### src/rtl/exp_ring_pkg.sv
package exp_ring_pkg;

   typedef enum logic {
      PH_SEND = 1'b0,
      PH_RECV = 1'b1
   } ring_phase_e;

endpackage

### src/rtl/exp_ring_tick.sv
module exp_ring_tick #(
   parameter int DIV = 2
) (
   input  logic clk,
   input  logic rst_n,
   output logic fall_evt,
   output logic rise_evt
);
   localparam int CW = (DIV > 2) ? $clog2(DIV) : 1;

   logic [CW-1:0] cnt;
   logic          half;
   logic          evt;

   generate
      if (DIV < 2) begin : g_bad_div
         $error("exp_ring_tick: DIV must be at least 2");
      end
   endgenerate

   assign evt      = (cnt == CW'(DIV - 1));
   assign fall_evt = evt && !half;
   assign rise_evt = evt && half;

   always_ff @(posedge clk) begin
      if (!rst_n) begin
         cnt  <= '0;
         half <= 1'b0;
      end else if (evt) begin
         cnt  <= '0;
         half <= !half;
      end else begin
         cnt <= cnt + CW'(1);
      end
   end

endmodule

### src/rtl/exp_ring_seq.sv
module exp_ring_seq
   import exp_ring_pkg::*;
#(
   parameter int OUT_BITS  = 32,
   parameter int IN_BITS   = 24,
   parameter int MOTOR_POS = 5,
   parameter bit MOTOR_INV = 1'b1
) (
   input  logic                clk,
   input  logic                rst_n,
   input  logic                fall_evt,
   input  logic                rise_evt,
   input  logic [OUT_BITS-1:0] out_word,
   input  logic                bus_sdi,
   output logic                bus_clk,
   output logic                bus_latch,
   output logic                bus_sdo,
   output logic                word_valid,
   output logic [IN_BITS-1:0]  word
);
   localparam int MAXB = (OUT_BITS > IN_BITS) ? OUT_BITS : IN_BITS;
   localparam int CW   = $clog2(MAXB);
   localparam logic [CW-1:0] LAST_OUT = CW'(OUT_BITS - 1);
   localparam logic [CW-1:0] LAST_IN  = CW'(IN_BITS - 1);
   localparam logic [OUT_BITS-1:0] MOTOR_MASK =
      MOTOR_INV ? (OUT_BITS'(1) << MOTOR_POS) : '0;

   generate
      if (MOTOR_POS < 0 || MOTOR_POS >= OUT_BITS) begin : g_bad_motor
         $error("exp_ring_seq: MOTOR_POS outside the output word");
      end
      if (IN_BITS < 2 || OUT_BITS < 2) begin : g_bad_len
         $error("exp_ring_seq: chains need at least two bits");
      end
   endgenerate

   ring_phase_e         phase;
   logic [CW-1:0]       cnt;
   logic [OUT_BITS-1:0] hold;
   logic [IN_BITS-1:0]  rx;
   logic [OUT_BITS-1:0] src;

   assign src = out_word ^ MOTOR_MASK;

   always_ff @(posedge clk) begin
      if (!rst_n) begin
         phase      <= PH_SEND;
         cnt        <= '0;
         hold       <= '0;
         rx         <= '0;
         bus_clk    <= 1'b0;
         bus_latch  <= 1'b1;
         bus_sdo    <= 1'b0;
         word_valid <= 1'b0;
         word       <= '0;
      end else begin
         word_valid <= 1'b0;
         if (fall_evt) begin
            bus_clk <= 1'b0;
            if (phase == PH_SEND) begin
               if (cnt == '0) begin
                  bus_sdo <= src[OUT_BITS-1];
                  hold    <= src << 1;
               end else begin
                  bus_sdo <= hold[OUT_BITS-1];
                  hold    <= hold << 1;
               end
               if (cnt == LAST_OUT) bus_latch <= 1'b0;
            end else begin
               bus_latch <= 1'b1;
            end
         end
         if (rise_evt) begin
            bus_clk <= 1'b1;
            if (phase == PH_SEND) begin
               if (cnt == LAST_OUT) begin
                  cnt   <= '0;
                  phase <= PH_RECV;
               end else begin
                  cnt <= cnt + CW'(1);
               end
            end else begin
               rx <= {rx[IN_BITS-2:0], bus_sdi};
               if (cnt == LAST_IN) begin
                  cnt        <= '0;
                  phase      <= PH_SEND;
                  word_valid <= 1'b1;
                  word       <= {rx[IN_BITS-2:0], bus_sdi};
               end else begin
                  cnt <= cnt + CW'(1);
               end
            end
         end
      end
   end


   latch_fall_chk: assert property (@(posedge clk) disable iff (!rst_n)
      $fell(bus_latch) |-> !bus_clk);


   latch_rise_chk: assert property (@(posedge clk) disable iff (!rst_n)
      $rose(bus_latch) |-> $fell(bus_clk));


   clk_hold_chk: assert property (@(posedge clk) disable iff (!rst_n)
      $rose(bus_clk) |=> bus_clk);

endmodule

### src/rtl/exp_ring_capture.sv
module exp_ring_capture #(
   parameter int                 IN_BITS = 24,
   parameter logic [IN_BITS-1:0] IN_IDLE = '1
) (
   input  logic               clk,
   input  logic               rst_n,
   input  logic               word_valid,
   input  logic [IN_BITS-1:0] word,
   output logic [IN_BITS-1:0] in_word,
   output logic               present,
   output logic               done
);
   logic [IN_BITS-1:0] raw;

   always_ff @(posedge clk) begin
      if (!rst_n) begin
         raw     <= '0;
         present <= 1'b0;
         done    <= 1'b0;
      end else begin
         done <= word_valid;
         if (word_valid) begin
            raw     <= word;
            present <= !((word == '0) || (word == '1));
         end
      end
   end

   assign in_word = present ? raw : IN_IDLE;


   absent_zero_chk: assert property (@(posedge clk) disable iff (!rst_n)
      (word_valid && word == '0) |=> !present);


   absent_ones_chk: assert property (@(posedge clk) disable iff (!rst_n)
      (word_valid && word == '1) |=> (!present && in_word == IN_IDLE));


   done_pulse_chk: assert property (@(posedge clk) disable iff (!rst_n)
      done |=> !done);


   present_rise_chk: assert property (@(posedge clk) disable iff (!rst_n)
      $rose(present) |-> done);

endmodule

### src/rtl/exp_ring_ctrl.sv
module exp_ring_ctrl #(
   parameter int                 OUT_BITS  = 32,
   parameter int                 IN_BITS   = 24,
   parameter int                 DIV       = 2,
   parameter int                 MOTOR_POS = 5,
   parameter bit                 MOTOR_INV = 1'b1,
   parameter logic [IN_BITS-1:0] IN_IDLE   = '1
) (
   input  logic                clk,
   input  logic                rst_n,
   input  logic [OUT_BITS-1:0] out_word,
   output logic [IN_BITS-1:0]  in_word,
   output logic                present,
   output logic                done,
   output logic                ring_clk,
   output logic                ring_latch,
   output logic                ring_sdo,
   input  logic                ring_sdi
);
   logic               fall_evt;
   logic               rise_evt;
   logic               word_valid;
   logic [IN_BITS-1:0] word;

   exp_ring_tick #(.DIV(DIV)) u_tick (
      .clk      (clk),
      .rst_n    (rst_n),
      .fall_evt (fall_evt),
      .rise_evt (rise_evt)
   );

   exp_ring_seq #(
      .OUT_BITS  (OUT_BITS),
      .IN_BITS   (IN_BITS),
      .MOTOR_POS (MOTOR_POS),
      .MOTOR_INV (MOTOR_INV)
   ) u_seq (
      .clk        (clk),
      .rst_n      (rst_n),
      .fall_evt   (fall_evt),
      .rise_evt   (rise_evt),
      .out_word   (out_word),
      .bus_sdi    (ring_sdi),
      .bus_clk    (ring_clk),
      .bus_latch  (ring_latch),
      .bus_sdo    (ring_sdo),
      .word_valid (word_valid),
      .word       (word)
   );

   exp_ring_capture #(
      .IN_BITS (IN_BITS),
      .IN_IDLE (IN_IDLE)
   ) u_cap (
      .clk        (clk),
      .rst_n      (rst_n),
      .word_valid (word_valid),
      .word       (word),
      .in_word    (in_word),
      .present    (present),
      .done       (done)
   );

endmodule

### config.mk
export PLATFORM = sky130hd
export DESIGN_NAME = exp_ring_ctrl
export DESIGN_NICKNAME = d
export VERILOG_FILES = /design/src/rtl/exp_ring_pkg.sv /design/src/rtl/exp_ring_tick.sv /design/src/rtl/exp_ring_seq.sv /design/src/rtl/exp_ring_capture.sv /design/src/rtl/exp_ring_ctrl.sv
export SDC_FILE = /design/constraint.sdc
export NUM_CORES = 1
export LEC_CHECK = 0
export ABC_AREA = 1
export BUFFER_PORTS_ARGS = -buffer_cell sky130_fd_sc_hd__buf_2
export CORE_UTILIZATION = 57
export CTS_CLUSTER_SIZE = 8
export DETAILED_ROUTE_END_ITERATION = 16
export GPL_TIMING_DRIVEN = 1
export PLACE_DENSITY_LB_ADDON = 0.08
export SETUP_SLACK_MARGIN = 0.02
export SYNTH_ARGS = -nofsm -noshare
export SYNTH_HDL_FRONTEND = slang
export SYNTH_SLANG_ARGS = --single-unit
export TNS_END_PERCENT = 30
### constraint.sdc
create_clock -name clk -period 1.7 [get_ports clk]
set_clock_uncertainty 0.2 [all_clocks]
set_input_delay 0.34 -clock clk [delete_from_list [all_inputs] [get_ports clk]]
set_output_delay 0.34 -clock clk [all_outputs]
set_load 0.005 [all_outputs]
==> results.json <==
{
  "antenna_found_initial": 0,
  "ys_types": 31,
  "finalSetupViolCount": 26,
  "layout_common_cells": "dfxtp_1, inv_1, nand2_1",
  "hold_violations": 0,
  "layout_commonest_cell": "dfxtp_1",
  "area_growth_pct": 30.5,
  "min_period_over_period_pct": 104,
  "grt_pass1_vias": 3985,
  "insertedDiodeCount": 0,
  "path_class": "reg -> out",
  "synth_area_um2": 4800,
  "violations": "design-rule violations, negative setup slack",
  "rows": 33,
  "coreArea_um2": 8180,
  "dp_cells": 781,
  "die_h_um": 93.8,
  "wl_per_cell_um": 12.4,
  "cts_tree": "built",
  "max_stage_delay_ns": 0.39,
  "syn_nets": 672,
  "synth.avg_cell_area_um2": 7.59,
  "place_hpwl_mm": 6.22,
  "hold_path_end": "u_seq.hold[26]",
  "pre_cts_ws_ns": 0.0206,
  "post-route-drc-count": 2,
  "slew_viol_final": 0,
  "arrival_ns": 1.23,
  "cap_violations": 0,
  "synthMuxAreaShare_pct": 0,
  "ir_worst_vdd_v": 0.000876,
  "p_total_uw": 6820,
  "grtUsageTotal_pct": 24.9,
  "viasPerCell": 5.10,
  "syn_inst": 633,
  "grt_pass1_wl_mm": 17.2,
  "critPathLaunchType": "register",
  "ant_nets": 0,
  "crit_chain": "clkbuf_16, nand2_1, buf_2",
  "required_ns": 1.16,
  "nNetsFinal": 770,
  "totalWireLength_mm": 10.5,
  "firstDrtPassIters": 11,
  "ios": 64,
  "clk_pin_slew_ns": 0.06,
  "period_needed_ns": 1.77,
  "rrSetupSlack_ns": 0,
  "p_per_area_nw_per_um2": 1090,
  "synth-seq-cells": 116,
  "outcome": "complete, but fails checks",
  "hp-class": "in -> reg",
  "path_buf_inv": 2,
  "slowest_stage": "dfxtp_4",
  "fmax_mhz": 564,
  "critical_path.top_delay_family": "flip-flops",
  "power_leakage_uw": 0.00272,
  "tightestPinTransition_ns": 0.459,
  "cts_root_buf": "clkbuf_8",
  "min_from": "rst_n",
  "reg2reg_to": "u_seq.hold[6]",
  "setup.worst_path.end_class": "output pin",
  "worstPathMaxFanout": 10,
  "drive_gt1_share_pct": 18.1,
  "grt_max_degree": 61,
  "htree_levels": 4,
  "synth_xor_area_share_pct": 0.182,
  "grt_overflow": 0,
  "synthAdderAreaFrac_pct": 1.04,
  "synthSimpleGateAreaFrac_pct": 14.3,
  "yosys_warnings": 0,
  "clockBufferDepth": 2,
  "drt_iter0_drc": 133,
  "r2r_cells": 8,
  "hold_depth": 4,
  "vias": 4327,
  "die-width_um": 93.8,
  "timing.rr.start": "u_seq.cnt[1]",
  "stdcell_count": 849,
  "port_buffers": 63,
  "numCtsBuffers": 17,
  "setup_slack_ns": -0.0720,
  "relSlewSlack_pct": 69.3,
  "synth_compound_area_share_pct": 24.3,
  "yosysSeqAreaShare_pct": 48.3,
  "rsz0062_at_grt": "true",
  "dieArea_um2": 8800,
  "gp_congestion": 0.824,
  "initial_core_util_pct": 58.8,
  "cts.sinks": 116,
  "clkLatencyLatePin_ns": 0.51,
  "synth_top_family_by_area": "compound AO/OA/AOI/OAI gates"
}
==> how the worst max path moves through the flow <==
stage / to / depth (start not counted) / start
final: in_word[21] / 3 / u_cap.present
after global routing: in_word[8] / 3 / u_cap.present
after CTS: in_word[13] / 3 / u_cap.present
after detailed placement: u_seq.hold[2] / 11 / u_seq.cnt[1]
after global placement: u_seq.word[23] / 7 / u_seq.cnt[1]
after floorplan: u_seq.hold[16] / 9 / u_seq.cnt[0]
==> worst reg2reg max path: stages (launching register included) <==
cell     delay, ns
dfxtp_2       0.33
inv_1         0.09
ha_1          0.17
inv_1         0.04
nor2_1        0.11
nand2_2       0.11
buf_12        0.18
or2_2         0.27
a31oi_1       0.13
==> synthesized netlist by cell type, drive strengths merged <==
cell	number	share of area (%)
or2	1	0.13
o22ai	1	0.13
a21oi	79	8.2
clkbuf	18	1.4
nor2	29	2.5
ha	4	1.0
xor2	1	0.18
nand4	3	0.39
buf	22	3.1
a21o	26	4.1
dfxtp	116	48
nand2	95	7.5
nor3	3	0.42
nand3	31	3.3
o211ai	5	0.78
a31oi	1	0.13
o21ai	102	11
inv	94	7.3
a211oi	2	0.31
==> final cells by class <==
type | count | area [µm²]
clock buffers | 18 | 418
clock inverters | 14 | 176
fillers | 621 | 1900
inverters | 94 | 355
multi-input cells | 383 | 1930
flip-flops and latches | 116 | 2330
well taps | 105 | 131
repair buffers | 119 | 928
==> kinds of logic after synthesis <==
family / count (synthesis)
XOR/XNOR: 1
AO/OA/AOI/OAI: 216
adder cells (fa/ha/maj): 4
flip-flops: 116
buffers and inverters: 134
AND/OR/NAND/NOR: 162
==> metal layers <==
metal,global-route usage [%],vias up,wire [µm]
met4,10.0,0,147
met1,28.6,1957,4670
met5,0,-,0
met2,43.4,95,5280
li1,-,2260,-
met3,7.04,15,412
==> power by group <==
part           leakage, µW  switching (µW)  internal (µW)
combinational      0.00149             231            215
clock             0.000287            1290           2250
sequential        0.000943            38.1           2790
total              0.00272            1560           5260
==> flip-flops by register name (all words and copies together), names as in the netlist <==
| name | cells |
|---|---|
| u_seq.hold | 31 |
| u_cap.raw | 24 |
| u_seq.word | 24 |
| u_seq.rx | 23 |
| u_seq.cnt | 5 |
| u_cap.done | 1 |
| u_cap.present | 1 |
| u_seq.bus_clk | 1 |
| u_seq.bus_latch | 1 |
| u_seq.bus_sdo | 1 |
| u_seq.phase | 1 |
| u_seq.word_valid | 1 |
| u_tick.cnt | 1 |
| u_tick.half | 1 |
==> what timing repair did <==
action,in CTS,in global routing
pin swaps,1,1
gates cloned,0,2
hold buffers,33,0
endpoints found under the setup margin,30,78
hold endpoints to repair,34,0
resized for setup,4,10
buffers inserted,0,1
==> through the flow <==
step | instance area, µm² | TNS, ns | hold slack, ns | utilization (%)
after floorplan | 4800 | 0 | 0.225 | -
after global routing | 6270 | -3.26 | 0.128 | 76.7
after detailed placement | 5260 | 0 | 0.242 | 64.3
after global placement | 5260 | 0 | 0.241 | 64.3
after CTS | 6190 | -1.84 | 0.0940 | 75.7
final | 6270 | -1.34 | 0.123 | 76.7
Note: power is estimated with default switching activity, not from simulation.
